## src/rtl/i2cBitPkg.sv

```systemverilog
package i2cBitPkg;

  localparam logic [2:0] CODE_RECOVER = 3'd1;
  localparam logic [2:0] CODE_START   = 3'd2;
  localparam logic [2:0] CODE_STOP    = 3'd3;
  localparam logic [2:0] CODE_TX      = 3'd4;
  localparam logic [2:0] CODE_RX      = 3'd5;

  typedef enum logic [1:0] {
    SDA_RELEASE,
    SDA_LOW,
    SDA_DATA,
    SDA_ACKBIT
  } sdaSrc_e;

  typedef enum logic [2:0] {
    ST_IDLE,
    ST_RECOVER,
    ST_START,
    ST_STOP,
    ST_TX,
    ST_RX,
    ST_NOP
  } state_e;

  // strobes from control to datapath, valid for one cycle
  typedef struct packed {
    logic    load;        // command accepted this cycle
    logic    ackFromCmd;  // preset ack register from cmdAck
    logic    sclSet;
    logic    sclRelease;
    logic    sdaSet;
    sdaSrc_e sdaSrc;
    logic    shiftOut;
    logic    sampleData;
    logic    sampleAck;
    logic    finish;
  } strobe_t;

endpackage

```

## src/rtl/i2cBitCtrl.sv

```systemverilog
module i2cBitCtrl
  import i2cBitPkg::*;
#(
  parameter int DATA_W         = 8,
  parameter int RECOVER_PULSES = 9
) (
  input  logic       clk,
  input  logic       rstN,
  input  logic       cmdValid,
  input  logic [2:0] cmdCode,
  input  logic       unitTick,
  output logic       cmdReady,
  output strobe_t    stb
);

  localparam int MAX_SLOT = (DATA_W > RECOVER_PULSES) ? DATA_W : RECOVER_PULSES;
  localparam int CNT_W    = $clog2(MAX_SLOT + 1);
  localparam logic [CNT_W-1:0] ACK_SLOT   = CNT_W'(DATA_W);
  localparam logic [CNT_W-1:0] LAST_PULSE = CNT_W'(RECOVER_PULSES - 1);

  state_e           st, stN;
  logic [2:0]       ph, phN;
  logic [CNT_W-1:0] bitIdx, bitN;
  logic             accept, enter, fin;

  assign cmdReady = (st == ST_IDLE);
  assign accept   = cmdValid && cmdReady;

  // next step selection
  always_comb begin
    stN   = st;
    phN   = ph;
    bitN  = bitIdx;
    enter = 1'b0;
    fin   = 1'b0;
    if (st == ST_IDLE) begin
      if (cmdValid) begin
        enter = 1'b1;
        phN   = '0;
        bitN  = '0;
        case (cmdCode)
          CODE_RECOVER: stN = ST_RECOVER;
          CODE_START:   stN = ST_START;
          CODE_STOP:    stN = ST_STOP;
          CODE_TX:      stN = ST_TX;
          CODE_RX:      stN = ST_RX;
          default:      stN = ST_NOP;
        endcase
      end
    end else if (unitTick) begin
      enter = 1'b1;
      case (st)
        ST_RECOVER: begin
          if (ph == 3'd3) begin
            phN = '0;
            if (bitIdx == LAST_PULSE) begin
              stN  = ST_STOP;
              bitN = '0;
            end else begin
              bitN = bitIdx + 1'b1;
            end
          end else begin
            phN = ph + 3'd1;
          end
        end
        ST_START, ST_STOP: begin
          if (ph == 3'd3) begin
            fin = 1'b1;
          end else begin
            phN = ph + 3'd1;
          end
        end
        ST_TX: begin
          if (bitIdx == ACK_SLOT) begin
            if (ph == 3'd4) fin = 1'b1;
            else            phN = ph + 3'd1;
          end else if (ph == 3'd3) begin
            phN  = '0;
            bitN = bitIdx + 1'b1;
          end else begin
            phN = ph + 3'd1;
          end
        end
        ST_RX: begin
          if (bitIdx == ACK_SLOT) begin
            if (ph == 3'd4) fin = 1'b1;
            else            phN = ph + 3'd1;
          end else if (ph == 3'd2) begin
            phN  = '0;
            bitN = bitIdx + 1'b1;
          end else begin
            phN = ph + 3'd1;
          end
        end
        default: fin = 1'b1;
      endcase
      if (fin) begin
        enter = 1'b0;
        stN   = ST_IDLE;
        phN   = '0;
        bitN  = '0;
      end
    end
  end

  // line actions applied on entry to each step
  always_comb begin
    logic ackSlot;
    ackSlot        = (bitN == ACK_SLOT);
    stb            = '0;
    stb.load       = accept;
    stb.ackFromCmd = accept && (cmdCode == CODE_RX);
    stb.finish     = fin;
    if (enter) begin
      case (stN)
        ST_RECOVER: begin
          if (phN == 3'd0) begin
            stb.sclSet = 1'b1;
            stb.sdaSet = 1'b1;
            stb.sdaSrc = SDA_RELEASE;
          end else if (phN == 3'd2) begin
            stb.sclSet     = 1'b1;
            stb.sclRelease = 1'b1;
          end
        end
        ST_START: begin
          if (phN == 3'd1) begin
            stb.sdaSet = 1'b1;
            stb.sdaSrc = SDA_RELEASE;
          end else if (phN == 3'd2) begin
            stb.sclSet     = 1'b1;
            stb.sclRelease = 1'b1;
          end else if (phN == 3'd3) begin
            stb.sdaSet = 1'b1;
            stb.sdaSrc = SDA_LOW;
          end
        end
        ST_STOP: begin
          if (phN == 3'd0) begin
            stb.sclSet = 1'b1;
          end else if (phN == 3'd1) begin
            stb.sdaSet = 1'b1;
            stb.sdaSrc = SDA_LOW;
          end else if (phN == 3'd2) begin
            stb.sclSet     = 1'b1;
            stb.sclRelease = 1'b1;
          end else if (phN == 3'd3) begin
            stb.sdaSet = 1'b1;
            stb.sdaSrc = SDA_RELEASE;
          end
        end
        ST_TX: begin
          if (phN == 3'd0) begin
            stb.sclSet = 1'b1;
          end else if (phN == 3'd1) begin
            stb.sdaSet   = 1'b1;
            stb.sdaSrc   = ackSlot ? SDA_RELEASE : SDA_DATA;
            stb.shiftOut = !ackSlot;
          end else if (phN == 3'd2) begin
            stb.sclSet     = 1'b1;
            stb.sclRelease = 1'b1;
          end else if (phN == 3'd4) begin
            stb.sampleAck = 1'b1;
            stb.sclSet    = 1'b1;
          end
        end
        ST_RX: begin
          if (phN == 3'd0) begin
            stb.sclSet = 1'b1;
            stb.sdaSet = !ackSlot;
            stb.sdaSrc = SDA_RELEASE;
          end else if (phN == 3'd1) begin
            if (ackSlot) begin
              stb.sdaSet = 1'b1;
              stb.sdaSrc = SDA_ACKBIT;
            end else begin
              stb.sclSet     = 1'b1;
              stb.sclRelease = 1'b1;
            end
          end else if (phN == 3'd2) begin
            if (ackSlot) begin
              stb.sclSet     = 1'b1;
              stb.sclRelease = 1'b1;
            end else begin
              stb.sampleData = 1'b1;
            end
          end else if (phN == 3'd4) begin
            stb.sclSet = 1'b1;
          end
        end
        default: ;
      endcase
    end
  end

  always_ff @(posedge clk) begin
    if (!rstN) begin
      st     <= ST_IDLE;
      ph     <= '0;
      bitIdx <= '0;
    end else begin
      st     <= stN;
      ph     <= phN;
      bitIdx <= bitN;
    end
  end

  // once accepted, the engine is busy on the next cycle
  assert_ready_drop_R2: assert property (@(posedge clk) disable iff (!rstN)
    (cmdValid && cmdReady) |=> !cmdReady);

  // completion only lands on a unit boundary from the timer
  assert_finish_on_tick_R3: assert property (@(posedge clk) disable iff (!rstN)
    stb.finish |-> unitTick);

endmodule

```

## src/rtl/i2cBitDatapath.sv

```systemverilog
module i2cBitDatapath
  import i2cBitPkg::*;
#(
  parameter int PRESC_W     = 16,
  parameter int DATA_W      = 8,
  parameter int SYNC_STAGES = 2
) (
  input  logic               clk,
  input  logic               rstN,
  input  logic [PRESC_W-1:0] prescale,
  input  logic [DATA_W-1:0]  cmdByte,
  input  logic               cmdAck,
  input  logic               sdaIn,
  input  strobe_t            stb,
  output logic               unitTick,
  output logic               sclPull,
  output logic               sdaPull,
  output logic [DATA_W-1:0]  rxByte,
  output logic               ackLevel,
  output logic               doneValid
);

  logic [PRESC_W-1:0] unitLenNow, unitLenQ, cntQ;
  logic               running;
  logic [DATA_W-1:0]  shiftQ;
  logic               ackQ;
  logic               sdaSync;

  // input synchronizer, depth chosen by parameter
  generate
    if (SYNC_STAGES <= 1) begin : g_sync1
      logic syncQ;
      always_ff @(posedge clk) begin
        if (!rstN) syncQ <= 1'b1;
        else       syncQ <= sdaIn;
      end
      assign sdaSync = syncQ;
    end else begin : g_syncN
      logic [SYNC_STAGES-1:0] syncQ;
      always_ff @(posedge clk) begin
        if (!rstN) syncQ <= '1;
        else       syncQ <= {syncQ[SYNC_STAGES-2:0], sdaIn};
      end
      assign sdaSync = syncQ[SYNC_STAGES-1];
    end
  endgenerate

  // delay-unit timer
  assign unitLenNow = (prescale == '0) ? PRESC_W'(1) : prescale;
  assign unitTick   = running && (cntQ == '0);

  always_ff @(posedge clk) begin
    if (!rstN) begin
      unitLenQ <= PRESC_W'(1);
      cntQ     <= '0;
      running  <= 1'b0;
    end else if (stb.load) begin
      unitLenQ <= unitLenNow;
      cntQ     <= unitLenNow - 1'b1;
      running  <= 1'b1;
    end else if (stb.finish) begin
      running  <= 1'b0;
    end else if (running) begin
      cntQ     <= (cntQ == '0) ? unitLenQ - 1'b1 : cntQ - 1'b1;
    end
  end

  // shift register and acknowledge bit
  always_ff @(posedge clk) begin
    if (!rstN) begin
      shiftQ <= '0;
      ackQ   <= 1'b0;
    end else begin
      if (stb.load)            shiftQ <= cmdByte;
      else if (stb.shiftOut)   shiftQ <= {shiftQ[DATA_W-2:0], 1'b0};
      else if (stb.sampleData) shiftQ <= {shiftQ[DATA_W-2:0], sdaSync};
      if (stb.load)            ackQ <= stb.ackFromCmd ? cmdAck : 1'b0;
      else if (stb.sampleAck)  ackQ <= sdaSync;
    end
  end

  // open-drain line registers
  always_ff @(posedge clk) begin
    if (!rstN) begin
      sclPull <= 1'b0;
      sdaPull <= 1'b0;
    end else begin
      if (stb.sclSet) sclPull <= !stb.sclRelease;
      if (stb.sdaSet) begin
        case (stb.sdaSrc)
          SDA_RELEASE: sdaPull <= 1'b0;
          SDA_LOW:     sdaPull <= 1'b1;
          SDA_DATA:    sdaPull <= !shiftQ[DATA_W-1];
          SDA_ACKBIT:  sdaPull <= !ackQ;
          default:     sdaPull <= 1'b0;
        endcase
      end
    end
  end

  always_ff @(posedge clk) begin
    if (!rstN) doneValid <= 1'b0;
    else       doneValid <= stb.finish;
  end

  assign rxByte   = shiftQ;
  assign ackLevel = ackQ;

  // completion pulse is one cycle wide
  assert_done_single_R11: assert property (@(posedge clk) disable iff (!rstN)
    doneValid |=> !doneValid);

  // completion only follows a finish step
  assert_done_after_finish_R11: assert property (@(posedge clk) disable iff (!rstN)
    doneValid |-> $past(stb.finish));

  // data or ack bits are placed on SDA only while SCL is held low
  assert_sda_moves_low_R7: assert property (@(posedge clk) disable iff (!rstN)
    (stb.sdaSet && (stb.sdaSrc == SDA_DATA || stb.sdaSrc == SDA_ACKBIT)) |-> sclPull);

  // SCL holds between step boundaries
  assert_scl_steady_R3: assert property (@(posedge clk) disable iff (!rstN)
    !stb.sclSet |=> $stable(sclPull));

endmodule

```

## src/rtl/i2cBitEngine.sv

```systemverilog
module i2cBitEngine
  import i2cBitPkg::*;
#(
  parameter int PRESC_W        = 16,
  parameter int DATA_W         = 8,
  parameter int RECOVER_PULSES = 9,
  parameter int SYNC_STAGES    = 2
) (
  input  logic               clk,
  input  logic               rstN,
  input  logic [PRESC_W-1:0] prescale,
  input  logic               cmdValid,
  output logic               cmdReady,
  input  logic [2:0]         cmdCode,
  input  logic [DATA_W-1:0]  cmdByte,
  input  logic               cmdAck,
  output logic               doneValid,
  output logic [DATA_W-1:0]  rxByte,
  output logic               ackLevel,
  input  logic               sdaIn,
  output logic               sclPull,
  output logic               sdaPull
);

  strobe_t stb;
  logic    unitTick;

  i2cBitCtrl #(
    .DATA_W        (DATA_W),
    .RECOVER_PULSES(RECOVER_PULSES)
  ) i_ctrl (
    .clk      (clk),
    .rstN     (rstN),
    .cmdValid (cmdValid),
    .cmdCode  (cmdCode),
    .unitTick (unitTick),
    .cmdReady (cmdReady),
    .stb      (stb)
  );

  i2cBitDatapath #(
    .PRESC_W    (PRESC_W),
    .DATA_W     (DATA_W),
    .SYNC_STAGES(SYNC_STAGES)
  ) i_dp (
    .clk      (clk),
    .rstN     (rstN),
    .prescale (prescale),
    .cmdByte  (cmdByte),
    .cmdAck   (cmdAck),
    .sdaIn    (sdaIn),
    .stb      (stb),
    .unitTick (unitTick),
    .sclPull  (sclPull),
    .sdaPull  (sdaPull),
    .rxByte   (rxByte),
    .ackLevel (ackLevel),
    .doneValid(doneValid)
  );

endmodule

```

## config.mk

```make
export PLATFORM = sky130hd
export DESIGN_NAME = i2cBitEngine
export DESIGN_NICKNAME = d
export VERILOG_FILES = /design/src/rtl/i2cBitPkg.sv /design/src/rtl/i2cBitCtrl.sv /design/src/rtl/i2cBitDatapath.sv /design/src/rtl/i2cBitEngine.sv
export SDC_FILE = /design/constraint.sdc
export NUM_CORES = 1
export LEC_CHECK = 0
export ABC_AREA = 1
export BUFFER_PORTS_ARGS = -buffer_cell sky130_fd_sc_hd__clkbuf_2
export CAP_MARGIN = 10
export CORE_MARGIN = 2
export CORE_UTILIZATION = 25
export CTS_CLUSTER_SIZE = 8
export DETAILED_ROUTE_END_ITERATION = 7
export PLACE_DENSITY = 0.37
export SYNTH_ARGS = -nofsm -noshare
export SYNTH_HDL_FRONTEND = slang
export SYNTH_SLANG_ARGS = --single-unit
```

## constraint.sdc

```tcl
create_clock -name clk -period 3.47 [get_ports clk]
set_input_delay 0.5205 -clock clk [delete_from_list [all_inputs] [get_ports clk]]
set_output_delay 0.5205 -clock clk [all_outputs]
set_load 0.02 [all_outputs]
```

# --- Yosys cells after proc, flatten, opt, wreduce, memory -nomap -nowiden ---
# Index checks and enable logic that the tools add are counted.
word_totals:
  register_bits: 57
  output_inout_bits: 13
op_classes:
  n_addsub: 5
  eq_ne: 28
  muxes: 99
  n_reduce_logical: 19
op_table:
  columns: ["op", "count"]
  rows:
  - ["2-to-1 mux 3 bit", 27]
  - ["2-to-1 mux 16 bit", 5]
  - ["2-to-1 mux 4 bit", 12]
  - ["subtractor 16 x 1 -> 16 bit, second input constant", 3]
  - ["2-to-1 mux 1 bit", 37]
  - ["zero test 16 bit", 2]
  - ["2-to-1 mux 8 bit", 4]
  - ["equality test 3 x 2 -> 1 bit, second input constant", 10]
  - ["one-hot mux 5 bit (5 select lines)", 1]
  - ["equality test 3 bit, second input constant", 8]
  - ["one-hot mux 3 bit (5 select lines)", 1]
  - ["2-to-1 mux 2 bit", 7]
  - ["equality test 3 x 1 -> 1 bit, second input constant", 4]
  - ["one-hot mux 3 bit (4 select lines)", 1]
  - ["one-hot mux 4 bit (3 select lines)", 1]
  - ["equality test 4 bit, second input constant", 2]
  - ["zero test 3 bit", 2]
  - ["nonzero test 2 bit", 3]
  - ["2-to-1 mux 5 bit", 1]
  - ["adder 4 x 1 -> 4 bit, second input constant", 1]
  - ["equality test 2 bit, second input constant", 2]
  - ["zero test 1 bit", 4]
  - ["one-hot mux 1 bit (4 select lines)", 1]
  - ["OR reduction 2 bit", 2]
  - ["other kinds (8)", 10]

# --- Logic depth before layout (Yosys ltp) ---
# Gate-level depths: netlist of the first run.
depth:
  depth_word: 19
  ltp_mapped: 24
  ltp_nobuf: 24

# --- Hierarchy ---
# A second synthesis of the first run with hierarchy kept.
hier_totals:
  cells_unflattened: 696
  area_unflattened_um2: 4319.1
modules_own_cells:
  columns: ["module", "instances", "cells_each", "area_per_inst_um2", "seq_area_each_um2"]
  rows:
  - ["i2cBitDatapath", 1, 417, 2788.9, 940.9]
  - ["i2cBitCtrl", 1, 279, 1530.2, 200.2]

# --- Worst setup path before layout of the first run ---
# No wires, ideal clock.
synth_timing:
  kind: "register to register"
  start: "register i_ctrl.ph[0]"
  end: "register i_dp.shiftQ[7], in the netlist i_dp.rxByte[7]"
  setup_ps: 88
  t_arrival_ps: 2449
  required_ps: 3382
  setup_slack_ps: 933
  stages_incl_launch_ff: 18
  period_less_slack_ps: 2537
  path_cell_list: "dfxtp_1 -> ha_1 -> ha_1 -> clkbuf_2 -> inv_1 -> nor2_1 -> nand3b_4 -> inv_2 -> nor2_4 -> inv_2 -> a21boi_4 -> nand3_1 -> nor2_4 -> nand3_2 -> nand3_2 -> buf_6 -> nor2_2 -> a311oi_2"
synth_between:
  elab_chain_len: 17
synth_lines:
  columns: ["element", "line_no", "source"]
  rows:
  - ["from (decl)", "i2cBitCtrl.sv:22", "logic [2:0] ph, phN;"]
  - ["from (signal assigned)", "i2cBitCtrl.sv:203", "ph <= phN;"]
  - ["equality test 3 bit", "i2cBitCtrl.sv:75, i2cBitCtrl.sv:86", null]
  - ["2-to-1 mux 1 bit", "i2cBitCtrl.sv:75, i2cBitCtrl.sv:86", null]
  - ["2-to-1 mux 1 bit", "i2cBitCtrl.sv:85", "if (bitIdx == ACK_SLOT) begin"]
  - ["one-hot mux 1 bit (3 select lines)", "i2cBitCtrl.sv:52", "case (st)"]
  - ["2-to-1 mux 1 bit", "i2cBitCtrl.sv:50", "end else if (unitTick) begin"]
  - ["2-to-1 mux 1 bit", "i2cBitCtrl.sv:36", "if (st == ST_IDLE) begin"]
  - ["2-to-1 mux 4 bit", "i2cBitCtrl.sv:97", "if (fin) begin"]
  - ["2-to-1 mux 4 bit", "i2cBitCtrl.sv:50", null]
  - ["2-to-1 mux 4 bit", "i2cBitCtrl.sv:36", null]
  - ["equality test 4 bit", "i2cBitCtrl.sv:109", "ackSlot = (bitN == ACK_SLOT);"]
  - ["2-to-1 mux 1 bit / zero test 1 bit (equally long branches)", "i2cBitCtrl.sv:181, i2cBitCtrl.sv:158", null]
  - ["2-to-1 mux 1 bit / 2-to-1 mux 4 bit (equally long branches)", "i2cBitCtrl.sv:180, i2cBitCtrl.sv:155", null]
  - ["2-to-1 mux 1 bit / 2-to-1 mux 5 bit (equally long branches)", "i2cBitCtrl.sv:172, i2cBitCtrl.sv:153", null]
  - ["2-to-1 mux 1 bit, on equally long branches", "i2cBitCtrl.sv:168, i2cBitCtrl.sv:115", null]
  - ["2-to-1 mux 1 bit / 2-to-1 mux 8 bit (equally long branches)", "i2cBitCtrl.sv:115, i2cBitCtrl.sv:114", null]
  - ["2-to-1 mux 8 bit *", "i2cBitCtrl.sv:114", "if (enter) begin"]
  - ["nonzero test 3 bit (no line) / 2-to-1 mux 8 bit (equally long branches)", null, null]
  - ["to (signal assigned)", "i2cBitDatapath.sv:74", "if (stb.load) shiftQ <= cmdByte;"]
  - ["to (signal assigned)", "i2cBitDatapath.sv:75", "else if (stb.shiftOut) shiftQ <= {shiftQ[DATA_W-2:0], 1'b0};"]
  - ["to (signal assigned)", "i2cBitDatapath.sv:76", "else if (stb.sampleData) shiftQ <= {shiftQ[DATA_W-2:0], sdaSync};"]
  - ["to (decl)", "i2cBitDatapath.sv:25", "logic [DATA_W-1:0] shiftQ;"]
# Every way passes the cells marked *; elsewhere a longest branch is shown, timed or not. The select of a mux whose other input is x is not followed.
# A chain may end at the register's enable or synchronous reset.

# --- Worst setup path after layout of the first run ---
layout_timing:
  start: "register i_ctrl.ph[1]"
  end: "register i_dp.shiftQ[2], in the netlist i_dp.rxByte[2]"
# The elaborated chain is that of the path after synthesis.

==> results.json, run 1 <==
{
  "synth-main-ff-cell": "dfxtp_1",
  "timing.final.ws_setup_ps": 479,
  "synth_fp_nets": 683,
  "layout-area-overhead-vs-synth_pct": 18.1,
  "clock_skew_ps": 10.1,
  "synthArstFlopShare_pct": 0,
  "die-height_um": 131,
  "reg2reg_setup_slack_ps": 480,
  "layout-drive-gt1-share_pct": 17.7,
  "crit_start": "i_ctrl.ph[1]",
  "wire_length_of_the_first_global_routing_pass_um": 20100,
  "maxSlewHeadroom_pct": 32.7,
  "setup_repair_after_global_routing_missed_its_margin": "no",
  "per_cell_routed_wire_length_um": 13.3,
  "timing.critical_path.from_type": "flip-flop",
  "cellLeakagePower_uw": 0.00220,
  "tritoncts": "done",
  "drt_iter0_markers": 219,
  "netlist_instances": 641,
  "dieArea_mm2": 0.0171,
  "tns_ps": 0,
  "critPathMaxFanout": 16,
  "hold_viol_final": 0,
  "drtPass1Iterations": 5,
  "endpoint": "i_dp.rxByte[2]",
  "layout.nets": 725,
  "grt_util_all_layers_pct": 15.1,
  "worst_setup_path_end_kind": "flip-flop",
  "criticalPathCategory": "flip-flop to flip-flop",
  "syn-mean-instance-area_um2": 6.28,
  "total_clock_buffers_created_by_cts": 9,
  "cp.arrival_ps": 3250,
  "max-vdd-ir-drop_mv": 0.247,
  "period_share_pct": 86.2,
  "timing_max_transition_violations_final": 0,
  "globalRouteMet3Util_pct": 3.30,
  "yosys_register_bits": 57,
  "synth.yosys.seq_area_share_pct": 28.4,
  "insertion_delay_ps": 330,
  "outcome": "finished clean",
  "report.final.setup_viol": 0,
  "post-route-drc-count": 0,
  "vias_per_cell": 4.47,
  "whs_ps": 377,
  "globalRouteMet1Util_pct": 18.8,
  "reg2reg_from": "i_ctrl.ph[1]",
  "worst_r2r_path_depth": 17,
  "grt.overflow.total": 0,
  "top_usage_layer": "met2",
  "antenna_viol_nets_final": 0,
  "timing_worst_slew_pin_value_ps": 1010,
  "gp_routability_congestion": 0.864,
  "design_power_total_uw": 2350,
  "io_buffer_count": 44,
  "wire_length_reported_by_the_detailed_router_um": 12000,
  "route.vias.total": 4040,
  "max_clock_freq_mhz": 334,
  "die_x_um": 131,
  "synth_enable_flop_cells": 0,
  "antenna_diode_count": 0,
  "core_area_mm2": 0.0158,
  "grt_pass1_vias": 4071,
  "worst_min_delay_path_class": "primary input to flip-flop",
  "dpl.hpwl_um": 9030,
  "grt_use_met2_pct": 25.4,
  "dp_slack_ps": 366,
  "initial_utilization_pct": 25.4,
  "maxCapViolCount": 0,
  "htree_num_levels": 3,
  "clock_tree.buffer_depth": 2,
  "cell_row_count": 46,
  "ios": 45,
  "power_density_mw_per_mm2": 494,
  "min_period_ps": 2990,
  "clock-root-buffer": "clkbuf_16",
  "grt_start_max_net_pins": 38,
  "synthesis.yosys.warnings": 0,
  "grt_antenna_before_repair": 0,
  "r2r-end": "i_dp.rxByte[2]",
  "ys_types": 46,
  "tritoncts_num_sinks": 57,
  "synth.cell_area_mm2": 0.00402,
  "clk_pin_slew_ps": 50,
  "cp.required_ps": 3730
}
[worst min path at each step]
stage	end	startpoint	slack, ps	cells after the start
2_1_floorplan	i_dp.g_syncN.syncQ[1]	i_dp.g_syncN.syncQ[0]	390	1
3_3_place_gp	i_dp.g_syncN.syncQ[1]	i_dp.g_syncN.syncQ[0]	410	1
3_5_place_dp	i_dp.g_syncN.syncQ[1]	i_dp.g_syncN.syncQ[0]	410	1
4_1_cts	i_dp.g_syncN.syncQ[0]	sdaIn	360	2
5_1_grt	i_dp.g_syncN.syncQ[0]	sdaIn	370	2
6_report	i_dp.g_syncN.syncQ[0]	sdaIn	380	2
[per-layer routing]
layer	vias to the layer above	part of all wire [%]
met2	63	48
met3	16	2.7
li1	2147	-
met4	0	1.8
met1	1814	48
met5	-	0
[layout by cell type (no fill, tap or decap), drive strengths merged]
cell type  count
buf            7
nand2        141
a311oi         2
nor2          86
a211oi         1
o21ai         41
nor3           9
xnor2          2
a21boi         1
o311ai         1
or2            9
nand3         52
o31ai          1
dfxtp         57
a21oi         53
clkbuf        57
nor4           1
a31oi         11
ha            10
nand3b         1
o21bai         2
nand4         11
and3           1
a31o           1
clkinv         3
xor2           7
o22ai          2
inv          109
o211ai         5
o221ai         4
[flip-flops by register name, summed over array words and instances (netlist names), 2 cells and up]
signal	cells
i_ctrl.bitIdx	4
i_ctrl.ph	3
i_ctrl.st	3
i_dp.cntQ	16
i_dp.g_syncN.syncQ	2
i_dp.rxByte	8
i_dp.unitLenQ	16
[area by class of cell]
cell class                      count  area, µm²
Multi-Input combinational cell    455       2380
Clock buffer                       13        260
Inverter                          109        409
Fill cell                        1798      11100
Timing Repair Buffer               51        273
Sequential cell                    57       1140
Clock inverter                      3       15.0
Tap cell                          216        270
[through the flow]
step	cells	utilization [%]	area, µm²
6_report	904	30.0	4750
5_1_grt	904	30.0	4750
4_1_cts	904	30.0	4750
3_5_place_dp	888	28.3	4470
3_3_place_gp	888	28.3	4470
2_1_floorplan	641	-	4020
[power breakdown]
group          leakage (µW)  internal [µW]  switching [µW]  total [µW]
logic               0.00160            247             494         740
registers          0.000469            734            47.5         782
clock network      0.000139            518             305         823
[cell families (layout without fill, tap and decap cells)]
| family | after synthesis | after routing | share of synthesized area (%) |
|---|---|---|---|
| AO/OA/AOI/OAI | 125 | 125 | 18.3 |
| XOR/XNOR | 9 | 9 | 1.96 |
| adder cells (fa/ha/maj) | 10 | 10 | 3.11 |
| buffers and inverters | 129 | 176 | 12.5 |
| flip-flops | 57 | 57 | 28.4 |
| AND/OR/NAND/NOR | 311 | 311 | 35.8 |
[timing repair]
action                                  CTS  global route
setup buffers                             0             0
gates resized for setup                   0             1
endpoints found under the hold margin     0             0
hold buffers                              0             0
endpoints found under the setup margin    0             6
[worst max-delay path, stage by stage (launching register included)]
cell and delay, ps:
dfxtp_1 430, ha_1 250, ha_2 310, inv_1 120, nor2_1 110, nand3b_4 170, inv_2 50, nor2_4 110
inv_2 70, nand2_1 80, o21ai_2 90, inv_2 80, nand2_1 70, nor2_1 250, nand4_1 160, nand3_2 270
o21ai_0 120, a31oi_1 160
[cells in the mapped netlist, drive strengths merged (4+ instances only)]
cell | number | share of area (%)
o21ai | 41 | 5.2
inv | 109 | 10
or2 | 9 | 1.4
nand2 | 141 | 14
buf | 8 | 1.2
nor2 | 86 | 9.5
o221ai | 4 | 0.87
o211ai | 5 | 0.93
nand3 | 52 | 7.5
xor2 | 7 | 1.5
ha | 10 | 3.1
a21oi | 53 | 6.7
a31oi | 11 | 1.7
clkbuf | 12 | 1.2
dfxtp | 57 | 28
nand4 | 11 | 1.7
nor3 | 9 | 1.4
No activity file was read; power rests on OpenSTA's default activity.
==> run 2, diff against run 1 <==
--- a/config.mk
+++ b/config.mk
@@ -12,7 +12,6 @@
 export CORE_UTILIZATION = 25
 export CTS_CLUSTER_SIZE = 8
 export DETAILED_ROUTE_END_ITERATION = 7
-export PLACE_DENSITY = 0.37
 export SYNTH_ARGS = -nofsm -noshare
 export SYNTH_HDL_FRONTEND = slang
 export SYNTH_SLANG_ARGS = --single-unit
==> run 2 against run 1 <==
First-iteration DRC count up 110%; hold slack worse by 1.5 ps; register-to-register slack about the same; total power up 3.6%; sequential share of layout area down 0.14 points; sequential power about the same; die area unchanged; clock power up 10%; clock skew down 3.1 ps; via count up 1.6%; utilization up 0.18 points; highest routed layer unchanged; non-clock buffer count down 2.
==> results.json, run 2 (synthesis gave the netlist of run 1 again) <==
{
  "wire_length_reported_by_the_detailed_router_um": 10700,
  "tritoncts": "done",
  "layout-drive-gt1-share_pct": 17.3,
  "maxSlewHeadroom_pct": 38.9,
  "vias_per_cell": 4.55,
  "tritoncts_num_sinks": 57,
  "clock-root-buffer": "clkbuf_16",
  "grt.overflow.total": 0,
  "clk_pin_slew_ps": 50,
  "most-common-layout-cells": "nand2_1 (135), inv_1 (96), nor2_1 (70)",
  "initial_utilization_pct": 25.4,
  "max_clock_freq_mhz": 334,
  "core_area_mm2": 0.0158,
  "max-vdd-ir-drop_mv": 0.242,
  "cellLeakagePower_uw": 0.00222,
  "timing.critical_path.from_type": "flip-flop",
  "per_cell_routed_wire_length_um": 11.8,
  "io_buffer_count": 44,
  "timing_worst_slew_pin_value_ps": 916,
  "setup_repair_after_global_routing_missed_its_margin": "no",
  "gp_routability_congestion": 0.853,
  "power_density_mw_per_mm2": 508,
  "final_common_cell": "nand2_1",
  "cell_row_count": 46,
  "fill_cells": 1762,
  "clock_skew_ps": 7.07,
  "report.final.setup_viol": 0,
  "hold_viol_final": 0,
  "grt_util_all_layers_pct": 13.0,
  "wire_length_of_the_first_global_routing_pass_um": 17900,
  "worst_setup_path_end_kind": "flip-flop",
  "layout.nets": 723,
  "placedCellCount": 886,
  "post-route-drc-count": 0,
  "total_clock_buffers_created_by_cts": 9,
  "outcome": "finished clean",
  "critPathMaxFanout": 16,
  "ios": 45,
  "grt_start_max_net_pins": 51,
  "maxCapViolCount": 0,
  "antenna_diode_count": 0,
  "tns_ps": 0,
  "dpl.hpwl_um": 7970,
  "htree_num_levels": 3,
  "layoutNonFillerInstCount": 902,
  "drt_iter0_markers": 451,
  "clock_tree.buffer_depth": 2,
  "criticalPathCategory": "flip-flop to flip-flop",
  "min_period_ps": 3000,
  "insertion_delay_ps": 330,
  "cp.arrival_ps": 3250,
  "antenna_viol_nets_final": 0,
  "cts_post_setup_buffers_inserted": 0,
  "die_x_um": 131,
  "grt_antenna_before_repair": 0,
  "dieArea_mm2": 0.0171,
  "timing_max_transition_violations_final": 0,
  "period_share_pct": 86.3,
  "grt_pass1_vias": 3735,
  "worst_min_delay_path_class": "primary input to flip-flop",
  "post_cts_resized": 0,
  "drtPass1Iterations": 5,
  "cp.required_ps": 3730,
  "layout-area-overhead-vs-synth_pct": 18.8,
  "route.vias.total": 4106,
  "die-height_um": 131,
  "cts_hold_repair.buffers": 0
}
-- run 2: cell count changes in the layout (fill, tap and decap cells not counted) --
cell and change:
buf_12 +1, buf_4 -3, bufinv_16 +1, clkbuf_8 +1, clkinv_2 -2, ha_1 +1, ha_2 -1
-- run 2: metrics by stage --
stage | instance area (µm²) | util, % | hold WS, ps | setup WS (ps) | power [µW]
after floorplan | 4020 | - | 393 | 933 | 1350
after global placement | 4470 | 28.2 | 395 | 570 | 1530
after detailed placement | 4470 | 28.2 | 402 | 524 | 1530
after CTS | 4780 | 30.2 | 366 | 489 | 2450
after global routing | 4780 | 30.2 | 385 | 167 | 2590
final | 4780 | 30.2 | 375 | 474 | 2430
-- run 2: cell type report --
| cell class | count | area, µm² | share of cell area [%] |
|---|---|---|---|
| clock buffers | 14 | 274 | 5.73 |
| flip-flops and latches | 57 | 1140 | 23.9 |
| clock inverters | 2 | 35.0 | 0.733 |
| repair buffers | 49 | 270 | 5.66 |
| multi-input cells | 455 | 2380 | 49.8 |
| inverters | 109 | 409 | 8.56 |
| well taps | 216 | 270 | 5.66 |
-- run 2: layer usage --
metal / share of wire (%) / up-vias / global-route usage [%]
met5: 0 / - / 0
met4: 1.3 / 0 / 3.63
met3: 3.9 / 11 / 2.48
met2: 47 / 81 / 21.8
met1: 47 / 1859 / 17.1
li1: - / 2155 / -
-- run 2: critical path: stages, from the launching register on --
cell and delay, ps:
dfxtp_1 420, ha_1 240, ha_1 340, inv_1 140, nor2_1 130, nand3b_4 160
inv_2 50, nor2_4 110, inv_2 60, a21boi_4 260, nand3_1 190, nor2_4 170
nand3_2 90, nand3_2 250, o21ai_0 120, a31oi_1 160
-- run 2: worst paths after layout --
path	end	cells after the start	from	slack, ps
max	i_dp.rxByte[3]	15	i_ctrl.ph[0]	470
min	i_dp.g_syncN.syncQ[0]	2	sdaIn	380
max reg2reg	i_dp.rxByte[3]	15	i_ctrl.ph[0]	470
min reg2reg	i_dp.g_syncN.syncQ[1]	1	i_dp.g_syncN.syncQ[0]	410
-- run 2: power by group --
group	switching [µW]	internal, µW
Clock	296	613
Sequential	49.5	735
Combinational	488	248
